## config.mk

```make
export PLATFORM = sky130hd
export DESIGN_NAME = xorChainTester
export DESIGN_NICKNAME = d
export VERILOG_FILES = /design/src/rtl/xorTestPkg.sv /design/src/rtl/xorTestDpath.sv /design/src/rtl/xorTestCtrl.sv /design/src/rtl/xorChainTester.sv
export SDC_FILE = /design/constraint.sdc
export NUM_CORES = 1
export LEC_CHECK = 0
export ABC_CLOCK_PERIOD_IN_PS = 5850
export BUFFER_PORTS_ARGS = -buffer_cell sky130_fd_sc_hd__buf_2
export CORE_UTILIZATION = 51
export CTS_CLUSTER_SIZE = 10
export DETAILED_ROUTE_END_ITERATION = 7
export GPL_ROUTABILITY_DRIVEN = 0
export PLACE_DENSITY = 0.73
export SETUP_SLACK_MARGIN = 0.2
export SYNTH_ARGS = -nofsm -noshare
export SYNTH_HDL_FRONTEND = slang
export SYNTH_HIERARCHICAL = 1
export SYNTH_SLANG_ARGS = --single-unit
```

## constraint.sdc

```tcl
create_clock -name clk -period 5.85 [get_ports clk]
set_input_delay 0.585 -clock clk [delete_from_list [all_inputs] [get_ports clk]]
set_output_delay 0.585 -clock clk [all_outputs]
set_load 0.03 [all_outputs]
```

## src/rtl/xorTestPkg.sv

```systemverilog
package xorTestPkg;

  localparam int WORD_W    = 32;
  localparam int MIN_WORDS = 6;

  localparam logic [WORD_W-1:0] PAT0 = 32'h6DB6DB6D;
  localparam logic [WORD_W-1:0] PAT1 = 32'hB6DB6DB6;
  localparam logic [WORD_W-1:0] PAT2 = 32'hDB6DB6DB;

  typedef enum logic [2:0] {
    ST_IDLE, ST_FILL, ST_XRD, ST_XWR, ST_XRB, ST_CRD, ST_CCMP, ST_DONE
  } testState_t;

  // Strobes from control to datapath
  typedef struct packed {
    logic latch;      // capture region, reset pointer, phase and mask
    logic ptrNear;    // pointer to near end
    logic ptrCmp;     // pointer to first of the three compared words
    logic ptrStep;    // pointer one word toward the far end
    logic phaseStep;  // advance the mod-3 phase
    logic prevLoad;   // capture read-back of the previous updated word
    logic maskAcc;    // OR compare result into the mask
    logic firstWord;  // XOR with the seed instead of the previous word
    logic secondPass; // selects the seed of the second pass
    logic wrXor;      // write data is the XOR result, not the fill pattern
  } dpStrobe_t;

  function automatic logic [WORD_W-1:0] patOf(input logic [1:0] ph);
    case (ph)
      2'd0:    patOf = PAT0;
      2'd1:    patOf = PAT1;
      default: patOf = PAT2;
    endcase
  endfunction

  function automatic logic [1:0] nextPhase(input logic [1:0] ph);
    nextPhase = (ph == 2'd2) ? 2'd0 : ph + 2'd1;
  endfunction

endpackage

```

## src/rtl/xorTestDpath.sv

```systemverilog
module xorTestDpath
  import xorTestPkg::*;
#(
  parameter int ADDR_W = 16
) (
  input  logic              clk,
  input  logic              rstN,
  input  dpStrobe_t         strb,
  input  logic [ADDR_W-1:0] startAddr,
  input  logic [ADDR_W-1:0] endAddr,
  input  logic              descend,
  input  logic [WORD_W-1:0] memRdata,
  output logic [ADDR_W-1:0] memAddr,
  output logic [WORD_W-1:0] memWdata,
  output logic              atFar,
  output logic              lenOk,
  output logic [WORD_W-1:0] badMask,
  output logic [ADDR_W-1:0] regionLo,
  output logic [ADDR_W-1:0] regionHi
);

  localparam logic [ADDR_W:0]   MIN_SPAN = (ADDR_W+1)'(MIN_WORDS - 1);
  localparam logic [ADDR_W-1:0] TWO      = ADDR_W'(2);

  logic [ADDR_W-1:0] loReg, hiReg, ptr;
  logic              descReg;
  logic [1:0]        phase;
  logic [WORD_W-1:0] prev, mask;

  logic [ADDR_W-1:0] nearAddr, farAddr, stepped, cmpStart;
  logic [ADDR_W:0]   span;
  logic [WORD_W-1:0] seed, xorVal;

  assign span     = {1'b0, endAddr} - {1'b0, startAddr};
  assign lenOk    = (endAddr >= startAddr) && (span >= MIN_SPAN);

  assign nearAddr = descReg ? hiReg : loReg;
  assign farAddr  = descReg ? loReg : hiReg;
  assign stepped  = descReg ? ptr - ADDR_W'(1) : ptr + ADDR_W'(1);
  assign cmpStart = descReg ? loReg + TWO : hiReg - TWO;
  assign atFar    = (ptr == farAddr);

  assign seed     = strb.secondPass ? PAT0 : PAT1;
  assign xorVal   = memRdata ^ (strb.firstWord ? seed : prev);
  assign memWdata = strb.wrXor ? xorVal : patOf(phase);
  assign memAddr  = ptr;

  always_ff @(posedge clk or negedge rstN) begin
    if (!rstN) begin
      loReg   <= '0;
      hiReg   <= '0;
      descReg <= 1'b0;
      ptr     <= '0;
      phase   <= 2'd0;
      prev    <= '0;
      mask    <= '0;
    end else if (strb.latch) begin
      loReg   <= startAddr;
      hiReg   <= endAddr;
      descReg <= descend;
      ptr     <= descend ? endAddr : startAddr;
      phase   <= 2'd0;
      mask    <= '0;
    end else begin
      if (strb.ptrNear)      ptr <= nearAddr;
      else if (strb.ptrCmp)  ptr <= cmpStart;
      else if (strb.ptrStep) ptr <= stepped;
      if (strb.phaseStep)    phase <= nextPhase(phase);
      if (strb.prevLoad)     prev <= memRdata;
      if (strb.maskAcc)      mask <= mask | (memRdata ^ patOf(nextPhase(phase)));
    end
  end

  assign badMask  = mask;
  assign regionLo = loReg;
  assign regionHi = hiReg;

endmodule

```

## src/rtl/xorTestCtrl.sv

```systemverilog
module xorTestCtrl
  import xorTestPkg::*;
(
  input  logic      clk,
  input  logic      rstN,
  input  logic      start,
  input  logic      lenOk,
  input  logic      atFar,
  output dpStrobe_t strb,
  output logic      memReq,
  output logic      memWe,
  output logic      busy,
  output logic      done,
  output logic      lenErr
);

  testState_t state, nextState;
  logic       firstReg, passReg, errReg;

  always_comb begin
    strb            = '0;
    strb.firstWord  = firstReg;
    strb.secondPass = passReg;
    memReq          = 1'b0;
    memWe           = 1'b0;
    nextState       = state;
    unique case (state)
      ST_IDLE, ST_DONE: begin
        if (start) begin
          strb.latch = 1'b1;
          nextState  = lenOk ? ST_FILL : ST_DONE;
        end
      end
      ST_FILL: begin
        memReq         = 1'b1;
        memWe          = 1'b1;
        strb.phaseStep = 1'b1;
        if (atFar) begin
          strb.ptrNear = 1'b1;
          nextState    = ST_XRD;
        end else begin
          strb.ptrStep = 1'b1;
        end
      end
      ST_XRD: begin
        memReq        = 1'b1;
        strb.prevLoad = 1'b1;
        nextState     = ST_XWR;
      end
      ST_XWR: begin
        memReq     = 1'b1;
        memWe      = 1'b1;
        strb.wrXor = 1'b1;
        nextState  = ST_XRB;
      end
      ST_XRB: begin
        memReq = 1'b1;
        if (!atFar) begin
          strb.ptrStep = 1'b1;
          nextState    = ST_XRD;
        end else if (!passReg) begin
          strb.ptrNear = 1'b1;
          nextState    = ST_XRD;
        end else begin
          strb.ptrCmp = 1'b1;
          nextState   = ST_CRD;
        end
      end
      ST_CRD: begin
        memReq    = 1'b1;
        nextState = ST_CCMP;
      end
      ST_CCMP: begin
        strb.maskAcc   = 1'b1;
        strb.phaseStep = 1'b1;
        if (atFar) begin
          nextState = ST_DONE;
        end else begin
          strb.ptrStep = 1'b1;
          nextState    = ST_CRD;
        end
      end
      default: nextState = ST_IDLE;
    endcase
  end

  always_ff @(posedge clk or negedge rstN) begin
    if (!rstN) begin
      state    <= ST_IDLE;
      firstReg <= 1'b0;
      passReg  <= 1'b0;
      errReg   <= 1'b0;
    end else begin
      state <= nextState;
      if (strb.latch) begin
        firstReg <= 1'b1;
        passReg  <= 1'b0;
        errReg   <= !lenOk;
      end else if (state == ST_XWR) begin
        firstReg <= 1'b0;
      end else if (state == ST_XRB && atFar && !passReg) begin
        firstReg <= 1'b1;
        passReg  <= 1'b1;
      end
    end
  end

  assign busy   = (state != ST_IDLE) && (state != ST_DONE);
  assign done   = (state == ST_DONE);
  assign lenErr = errReg;

endmodule

```

## src/rtl/xorChainTester.sv

```systemverilog
module xorChainTester
  import xorTestPkg::*;
#(
  parameter int ADDR_W = 16
) (
  input  logic              clk,
  input  logic              rstN,
  input  logic              start,
  input  logic              descend,
  input  logic [ADDR_W-1:0] firstAddr,
  input  logic [ADDR_W-1:0] lastAddr,
  output logic              memReq,
  output logic              memWe,
  output logic [ADDR_W-1:0] memAddr,
  output logic [WORD_W-1:0] memWdata,
  input  logic [WORD_W-1:0] memRdata,
  output logic              busy,
  output logic              done,
  output logic              lenErr,
  output logic [WORD_W-1:0] badMask
);

  dpStrobe_t         strb;
  logic              atFar, lenOk;
  logic [ADDR_W-1:0] regionLo, regionHi;

  xorTestCtrl i_ctrl (
    .clk    (clk),
    .rstN   (rstN),
    .start  (start),
    .lenOk  (lenOk),
    .atFar  (atFar),
    .strb   (strb),
    .memReq (memReq),
    .memWe  (memWe),
    .busy   (busy),
    .done   (done),
    .lenErr (lenErr)
  );

  xorTestDpath #(.ADDR_W(ADDR_W)) i_dpath (
    .clk       (clk),
    .rstN      (rstN),
    .strb      (strb),
    .startAddr (firstAddr),
    .endAddr   (lastAddr),
    .descend   (descend),
    .memRdata  (memRdata),
    .memAddr   (memAddr),
    .memWdata  (memWdata),
    .atFar     (atFar),
    .lenOk     (lenOk),
    .badMask   (badMask),
    .regionLo  (regionLo),
    .regionHi  (regionHi)
  );

endmodule

```

==> flow_summary.yaml, run 1 <==
layout:
  multi_input_area_um2: 5510
  final_cell_mix: "151 x buf_2, 120 x dfrtp_1, 95 x a21oi_1"
  drive_above_1_share: 0.254
  antenna_cells_inserted: 0
  regArea_um2: 3030
  area_growth_pct: 15.2
  fin_nets: 1218
  final_common_cell: "buf_2"
  nFillCells: 1552
worst_setup_path:
  crit_path_end_kind: "register"
  cp-startpoint: "i_dpath/descReg"
  critPathMaxStageDelay_ns: 1.09
  crit_family: "simple AND/OR/NAND/NOR gates"
  path_buf_inv: 1
  cp_cell_sequence: "mux2i_1 -> xor2_1 -> nand4_1 -> nor4_1 -> buf_4 -> and4bb_1 -> and2_1 -> or2_2 -> or3_1 -> nand2b_1 -> a221oi_1 -> a21oi_1"
  crit_fanout: 53
  critPathKind: "register to register"
  worstPathArrival_ns: 4.78
  start_kind: "register"
  rr_startpoint: "i_dpath/descReg"
  cpMaxStageDelayCell: "dfrtp_2"
  r2r-end: "i_dpath/memAddr[13]"
  rrSetupSlack_ns: 1.35
  crit_required_ns: 6.13
  worstRegToRegCells: 12
placed_design:
  dp.final_hpwl_mm: 17.8
  placement.io_buffers: 152
sta:
  clock.fmax_ghz: 0.222
  tightest_slew_ns: 1.09
  tns_ns: 0
  post-route-min-period_ns: 4.50
  rsz0062_at_grt: "false"
  min_period_over_period: 0.769
  slew_headroom: 0.270
  setup_violations: 0
  fin_skew_ns: 0.0103
  final_hold_viol_count: 0
  slew_viol_final: 0
drt:
  drtAntennaViolNets: 0
  dr.pass1.iters: 6
  vias: 8048
  viasPerCell: 5.95
  drc_errors: 0
  dr.first_iter.drc_count: 579
  post_drt_wl_per_cell_um: 18.5
  totalWireLength_mm: 25.0
floorplan:
  dieHeight_um: 135
  start_util: 0.522
  pin_count: 153
  num_rows: 48
  die-area_um2: 18300
  core_area_um2: 17300
  die_w_um: 135
clocking:
  h-tree-depth: 4
  cts.path.max_buffers: 2
  cts_tree: "built"
  hold_buffers: 0
  post-cts-setup-buffers: 0
  clock-sinks: 121
  cts_made_buffers: 17
  clkTransAtPathRegs_ns: 0.06
  root_buffer: "clkbuf_16"
  clk_latency_ns: 0.42
  post_cts_resized: 0
power:
  p_leak_nw: 4.72
  p_switching_mw: 3.47
  seq_power_share: 0.260
  p_clk_frac: 0.151
  power.total_mw: 7.10
  p_comb_frac: 0.589
  p_int_mw: 3.63
  switching_share: 0.489
  power_density_nw_per_um2: 682
  ir_drop_mv: 0.278
synthesis:
  yosysSeqAreaShare: 0.335
  async_flop_share: 1.00
  syn_area_per_cell_um2: 9.00
  synth_edf_count: 0
  synth_fp_nets: 1106
  synth_ff_type: "dfrtp_1"
  ys_ff_latch: 121
  synth_cells: 1004
  yosysWarnings: 6
  netlist_area_um2: 9040
  synth_cell_type_count: 69
global_routing:
  antenna_found_initial: 0
  grt_max_degree: 68
  grt_pass1_vias: 7413
  grt_pass1_wl_mm: 39.4
  grtUsageTotal: 0.275
  grt-ovfl-total: 0
status:
  status: "finished, final reports clean"
flow_run:
  cap_violations: 0
min_path:
  hold_path_class: "primary input to async pin"
cells by family (layout without fill, tap and decap cells):
group / count (synthesis) / count (layout) / share of synthesized area
buf+inv: 109 / 233 / 0.0563
mux: 99 / 99 / 0.120
fa+ha+maj: 34 / 34 / 0.0487
simple gates: 244 / 244 / 0.134
flops: 121 / 121 / 0.335
xor+xnor: 106 / 106 / 0.103
compound gates: 291 / 291 / 0.203
synth_stat cells (all sizes together) (10+ instances only):
master,n,area [um2]
dfrtp,121,3030
a21oi,96,484
xnor2,78,683
nor2,76,285
o21ai,68,340
mux2,65,732
nand2,54,203
clkbuf,48,200
inv,37,139
a21o,33,248
mux2i,33,330
ha,32,400
xor2,28,245
buf,22,163
nor3,19,95.1
or3,18,113
nand3,17,85.1
a31o,11,96.3
nand4,11,68.8
o211ai,11,82.6
nor2b,10,62.6
power groups by stage:
stage               logic, mW  registers [mW]  clock network (mW)
global route             4.57            1.90                1.12
finish                   4.18            1.85                1.07
global placement         4.06            1.82                   0
floorplan                3.15            1.82                   0
CTS                      4.17            1.83                1.09
detailed placement       4.12            1.83                   0
through the flow:
| stage | area (um2) | cells | util | hold WS [ns] | worst slack (ns) |
|---|---|---|---|---|---|
| finish | 10400 | 1353 | 0.602 | 0.204 | 1.35 |
| global route | 10400 | 1353 | 0.602 | 0.260 | 0.952 |
| CTS | 10400 | 1353 | 0.602 | 0.220 | 1.45 |
| detailed placement | 9810 | 1322 | 0.567 | 0.474 | 1.49 |
| global placement | 9810 | 1322 | 0.567 | 0.470 | 1.67 |
| floorplan | 9040 | 1004 | - | 0.289 | 1.73 |
worst register-to-register path: cells and delay by family, from the launching register on:
family                    cells  cell delay (ns)
and+or+nand+nor               7             2.01
DFF                           1             1.09
AOI/OAI and AO/OA             2             0.52
muxes                         1             0.35
buffers and inverters         1             0.21
xor gates and xnor gates      1             0.18
worst max path at each step:
stage                           to  cells after the start  slack, ns
2_1_floorplan  i_dpath/memAddr[10]                     16       1.73
3_3_place_gp   i_dpath/memAddr[13]                     12       1.67
3_5_place_dp   i_dpath/memAddr[13]                     12       1.49
4_1_cts        i_dpath/memAddr[13]                     12       1.45
5_1_grt         i_dpath/memAddr[8]                     14       0.95
6_report       i_dpath/memAddr[13]                     12       1.35
per-layer routing:
layer	GRT usage	wire, um	up-vias
met5	0	0	-
met4	0.102	516	0
met3	0.0529	1910	53
met2	0.408	11200	299
met1	0.395	11300	3841
li1	-	-	3855
state kept, by name (all words and copies together) (netlist names):
| signal | cells |
|---|---|
| i_dpath/regionLo | 16 |
| i_ctrl/firstReg | 1 |
| i_dpath/regionHi | 16 |
| i_ctrl/state | 3 |
| i_dpath/badMask | 32 |
| i_ctrl/lenErr | 1 |
| i_dpath/phase | 2 |
| i_dpath/memAddr | 16 |
| i_dpath/prev | 32 |
| i_dpath/descReg | 1 |
| i_ctrl/passReg | 1 |
cell type report:
class / count / area share
clock buffers: 17 / 0.0409
clock inverters: 14 / 0.0166
inverters: 39 / 0.0142
multi-input cells: 774 / 0.529
flip-flops and latches: 121 / 0.291
well taps: 225 / 0.0270
repair buffers: 163 / 0.0813
Note: power is estimated with default switching activity, not from simulation.
==> inputs of run 2 (changes only) <==
Settings changed: ABC_CLOCK_PERIOD_IN_PS 5850 to 4700.
Clock period 5.85 ns to 4.7 ns, I/O delays scaled along.
==> flow_summary.yaml, run 2 (synthesis results as in run 1) <==
sta:
  min_period_over_period: 0.864
  fin_skew_ns: 0.0105
  setup_violations: 0
  setup_ws_ns: 0.637
  tns_ns: 0
  slew_headroom: 0.341
  rsz0062_at_grt: "false"
  finalHoldWorstSlack_ns: 0.0276
  tightest_slew_ns: 0.980
  final_hold_viol_count: 0
  slew_viol_final: 0
  post-route-min-period_ns: 4.06
  clock.fmax_ghz: 0.246
global_routing:
  grt_max_degree: 45
  grtUsageTotal: 0.273
  grt_pass1_wl_mm: 39.0
  grt_pass1_vias: 7336
  antenna_found_initial: 0
  grt-ovfl-total: 0
worst_setup_path:
  crit_path_end_kind: "register"
  worstPathArrival_ns: 4.40
  crit_fanout: 44
  crit_required_ns: 5.03
  start_kind: "register"
  r2r-end: "i_dpath/memAddr[1]"
  rrSetupSlack_ns: 0.64
  worstRegToRegCells: 15
  rr_startpoint: "i_dpath/descReg"
  critPathKind: "register to register"
layout:
  antenna_cells_inserted: 0
  final_cell_count_no_fill: 1359
  area_growth_pct: 15.7
  final_cell_mix: "151 x buf_2, 120 x dfrtp_1, 95 x a21oi_1"
  final_core_util: 0.605
  fin_area_um2: 10500
  final_common_cell: "buf_2"
  nFillCells: 1538
  fin_nets: 1223
  drive_above_1_share: 0.257
floorplan:
  num_rows: 48
  dieHeight_um: 135
  die-area_um2: 18300
  die_w_um: 135
  pin_count: 153
  start_util: 0.522
  core_area_um2: 17300
flow_run:
  cap_violations: 0
power:
  power.total_mw: 8.86
  p_leak_nw: 4.75
  ir_drop_mv: 0.355
  power_density_nw_per_um2: 847
clocking:
  clock-sinks: 121
  post_cts_resized: 0
  cts.path.max_buffers: 2
  h-tree-depth: 4
  cts_made_buffers: 17
  hold_buffers: 0
  root_buffer: "clkbuf_16"
  cts_tree: "built"
  clk_latency_ns: 0.42
  post-cts-setup-buffers: 0
  clkTransAtPathRegs_ns: 0.06
placed_design:
  placement.io_buffers: 152
  place_ws_ns: 0.749
  placed_area_um2: 9850
  dp.final_hpwl_mm: 18.0
  dp_cells: 1327
drt:
  dr.first_iter.drc_count: 628
  dr.pass1.iters: 5
  viasPerCell: 5.91
  vias: 8035
  drc_errors: 0
  drtAntennaViolNets: 0
  post_drt_wl_per_cell_um: 18.0
  totalWireLength_mm: 24.5
status:
  status: "finished, final reports clean"
min_path:
  hold_path_class: "primary input to async pin"
[run 2: changes by cell type in the layout (fill, tap and decap cells not counted), sizes merged]
cell,previous run,this run
clkbuf,17,20
clkinv,9,6
inv,39,40
buf,163,168
[run 2: how the worst max path moves through the flow]
| stage | from | endpoint | slack [ns] |
|---|---|---|---|
| after floorplan | i_dpath/descReg | i_dpath/memAddr[10] | 0.58 |
| after global placement | i_dpath/descReg | i_dpath/memAddr[1] | 0.77 |
| after detailed placement | i_dpath/descReg | i_dpath/memAddr[1] | 0.75 |
| after CTS | i_dpath/descReg | i_dpath/memAddr[1] | 0.72 |
| after global routing | i_dpath/descReg | i_dpath/memAddr[1] | 0.29 |
| final | i_dpath/descReg | i_dpath/memAddr[1] | 0.64 |
[run 2: area by class of cell]
type                       instances  area [um2]  share of cell area
sequential                       121        3030               0.290
tap                              225         282              0.0269
inverter                          39         148              0.0141
timing repair buffer             168         883              0.0845
clock inverter                    12         163              0.0156
multi-input combinational        774        5510               0.527
clock buffer                      20         447              0.0427
[run 2: worst max-delay path: stages, from the launching register on]
cell and delay (ns):
dfrtp_2 0.99, mux2i_1 0.31, xor2_1 0.18, nand4_1 0.13, nor4_1 0.28, buf_4 0.19, and4bb_1 0.21, and2_1 0.23
buf_4 0.22, nor2b_1 0.56, a22oi_1 0.13, o22ai_1 0.16, a211oi_1 0.08, a21oi_1 0.16, nand2_1 0.06, o21ai_0 0.07
[run 2: power breakdown]
part / total [mW] / internal (mW) / switching (mW) / leakage, nW
combinational: 5.23 / 2.14 / 3.09 / 2.98
sequential: 2.29 / 1.56 / 0.730 / 1.47
clock: 1.34 / 0.855 / 0.489 / 0.292
total: 8.86 / 4.55 / 4.31 / 4.75
[run 2: layer usage]
metal	share of wire	up-vias	global-route usage
li1	-	3861	-
met3	0.079	43	0.0676
met1	0.46	3807	0.395
met5	0	-	0
met4	0.019	0	0.102
met2	0.44	324	0.391
==> inputs of run 3 (changes only) <==
Settings changed: CORE_ASPECT_RATIO from default to 0.8.
==> flow_summary.yaml, run 3 (synthesis results as in run 1) <==
power:
  p_leak_nw: 4.73
  power.total_mw: 8.89
  ir_drop_mv: 0.410
  power_density_nw_per_um2: 851
worst_setup_path:
  cpMaxStageDelayCell: "dfrtp_4"
  cp_cell_sequence: "buf_12 -> mux2i_1 -> xor2_1 -> nand4_1 -> nor4_1 -> buf_4 -> and4bb_1 -> and2_1 -> or2_2 -> or3_1 -> nand2b_1 -> a221oi_1 -> a221oi_1"
  crit_path_end_kind: "register"
  crit_fanout: 38
  start_kind: "register"
  crit_required_ns: 4.95
  critPathMaxStageDelay_ns: 0.75
  worstPathArrival_ns: 4.43
  critPathKind: "register to register"
  timing.critical_path.mode_cell: "a221oi_1"
global_routing:
  grtUsageMet3: 0.0575
  grtUsageTotal: 0.283
  antenna_found_initial: 0
  busiest_layer: "met1"
  grt_pass1_wl_mm: 39.8
  grt_max_degree: 63
  grt_pass1_vias: 7406
  grt-ovfl-total: 0
  grt.met2_usage: 0.398
  globalRouteMet1Util: 0.434
drt:
  vias: 8076
  drc_errors: 0
  dr.pass1.iters: 5
  dr.first_iter.drc_count: 783
  totalWireLength_mm: 25.3
  post_drt_wl_per_cell_um: 18.6
  viasPerCell: 5.95
  drtAntennaViolNets: 0
sta:
  slew_headroom: 0.379
  tightest_slew_ns: 0.908
  final_hold_viol_count: 0
  slew_viol_final: 0
  clock.fmax_ghz: 0.239
  finalHoldWorstSlack_ns: 0.280
  fin_skew_ns: 0.0107
  setup_ws_ns: 0.514
  min_period_over_period: 0.891
  rsz0062_at_grt: "false"
  tns_ns: 0
  post-route-min-period_ns: 4.19
  setup_violations: 0
floorplan:
  num_rows: 43
  start_util: 0.522
  core_area_um2: 17300
  die-area_um2: 18300
  die_w_um: 151
  pin_count: 153
  dieHeight_um: 121
clocking:
  clock-sinks: 121
  cts_tree: "built"
  h-tree-depth: 4
  cts.path.max_buffers: 2
  cts_made_buffers: 17
  clkTransAtPathRegs_ns: 0.06
  root_buffer: "clkbuf_16"
  clk_latency_ns: 0.43
flow_run:
  cap_violations: 0
layout:
  final_cell_mix: "151 x buf_2, 120 x dfrtp_1, 95 x a21oi_1"
  fin_nets: 1221
  area_growth_pct: 15.6
  drive_above_1_share: 0.256
  multi_input_area_um2: 5510
  final_cell_count_no_fill: 1357
  final_common_cell: "buf_2"
  regArea_um2: 3030
  nFillCells: 1526
  antenna_cells_inserted: 0
placed_design:
  place_ws_ns: 0.585
  placement.io_buffers: 152
  dp.final_hpwl_mm: 18.4
  dp_cells: 1324
min_path:
  hold_path_class: "primary input to register"
status:
  status: "finished, final reports clean"
run 3: cell count changes in the layout (fill, tap and decap cells not counted), moves of 2 or more:
cell and change:
buf_12 +2, bufinv_16 -2, inv_6 +3, clkinv_2 -2, buf_4 -5, clkbuf_1 -2
run 3: cell type report:
class / instances / share of cell area
Clock inverter: 15 / 0.0153
Sequential cell: 121 / 0.290
Clock buffer: 17 / 0.0407
Multi-Input combinational cell: 774 / 0.527
Timing Repair Buffer: 166 / 0.0858
Inverter: 39 / 0.0140
Tap cell: 225 / 0.0269
run 3: final timing paths:
kind / end / slack, ns / startpoint / cells past startpoint
min reg2reg: i_ctrl/lenErr / 0.49 / i_ctrl/lenErr / 2
max in group asynchronous: i_dpath/descReg / 3.12 / rstN / 3
max: i_dpath/memAddr[10] / 0.51 / i_dpath/descReg / 13
max reg2reg: i_dpath/memAddr[10] / 0.51 / i_dpath/descReg / 13
min in group asynchronous: i_dpath/badMask[20] / 0.51 / rstN / 2
min: i_dpath/regionLo[11] / 0.28 / firstAddr[11] / 3
run 3: worst max-delay path: cells and delay by family (launching register included):
| kind | cells | cell delay, ns |
|---|---|---|
| buf+inv | 2 | 0.45 |
| xor+xnor | 1 | 0.23 |
| flops | 1 | 0.75 |
| compound gates | 2 | 0.45 |
| mux | 1 | 0.31 |
| simple gates | 7 | 1.81 |
run 3: report_power, final:
part           total, mW  internal, mW  switching (mW)
clock network       1.29         0.748           0.545
logic               5.32          2.14            3.18
registers           2.28          1.56           0.723
total               8.89          4.44            4.45
run 3: timing repair:
item,CTS,global route
setup endpoints to repair,0,9
gates resized for setup,0,1
endpoints found under the hold margin,27,0
buffers inserted,0,0
hold buffers,1,0
run 3: through the flow:
| stage | area [um2] | utilization |
|---|---|---|
| 6_report | 10400 | 0.603 |
| 5_1_grt | 10400 | 0.603 |
| 4_1_cts | 10400 | 0.603 |
| 3_5_place_dp | 9850 | 0.568 |
| 3_3_place_gp | 9850 | 0.568 |
| 2_1_floorplan | 9040 | - |
run 3: routing by layer:
metal	vias to the layer above	share of wire
li1	3838	-
met5	-	0
met4	0	0.013
met3	28	0.082
met1	3877	0.48
met2	333	0.43
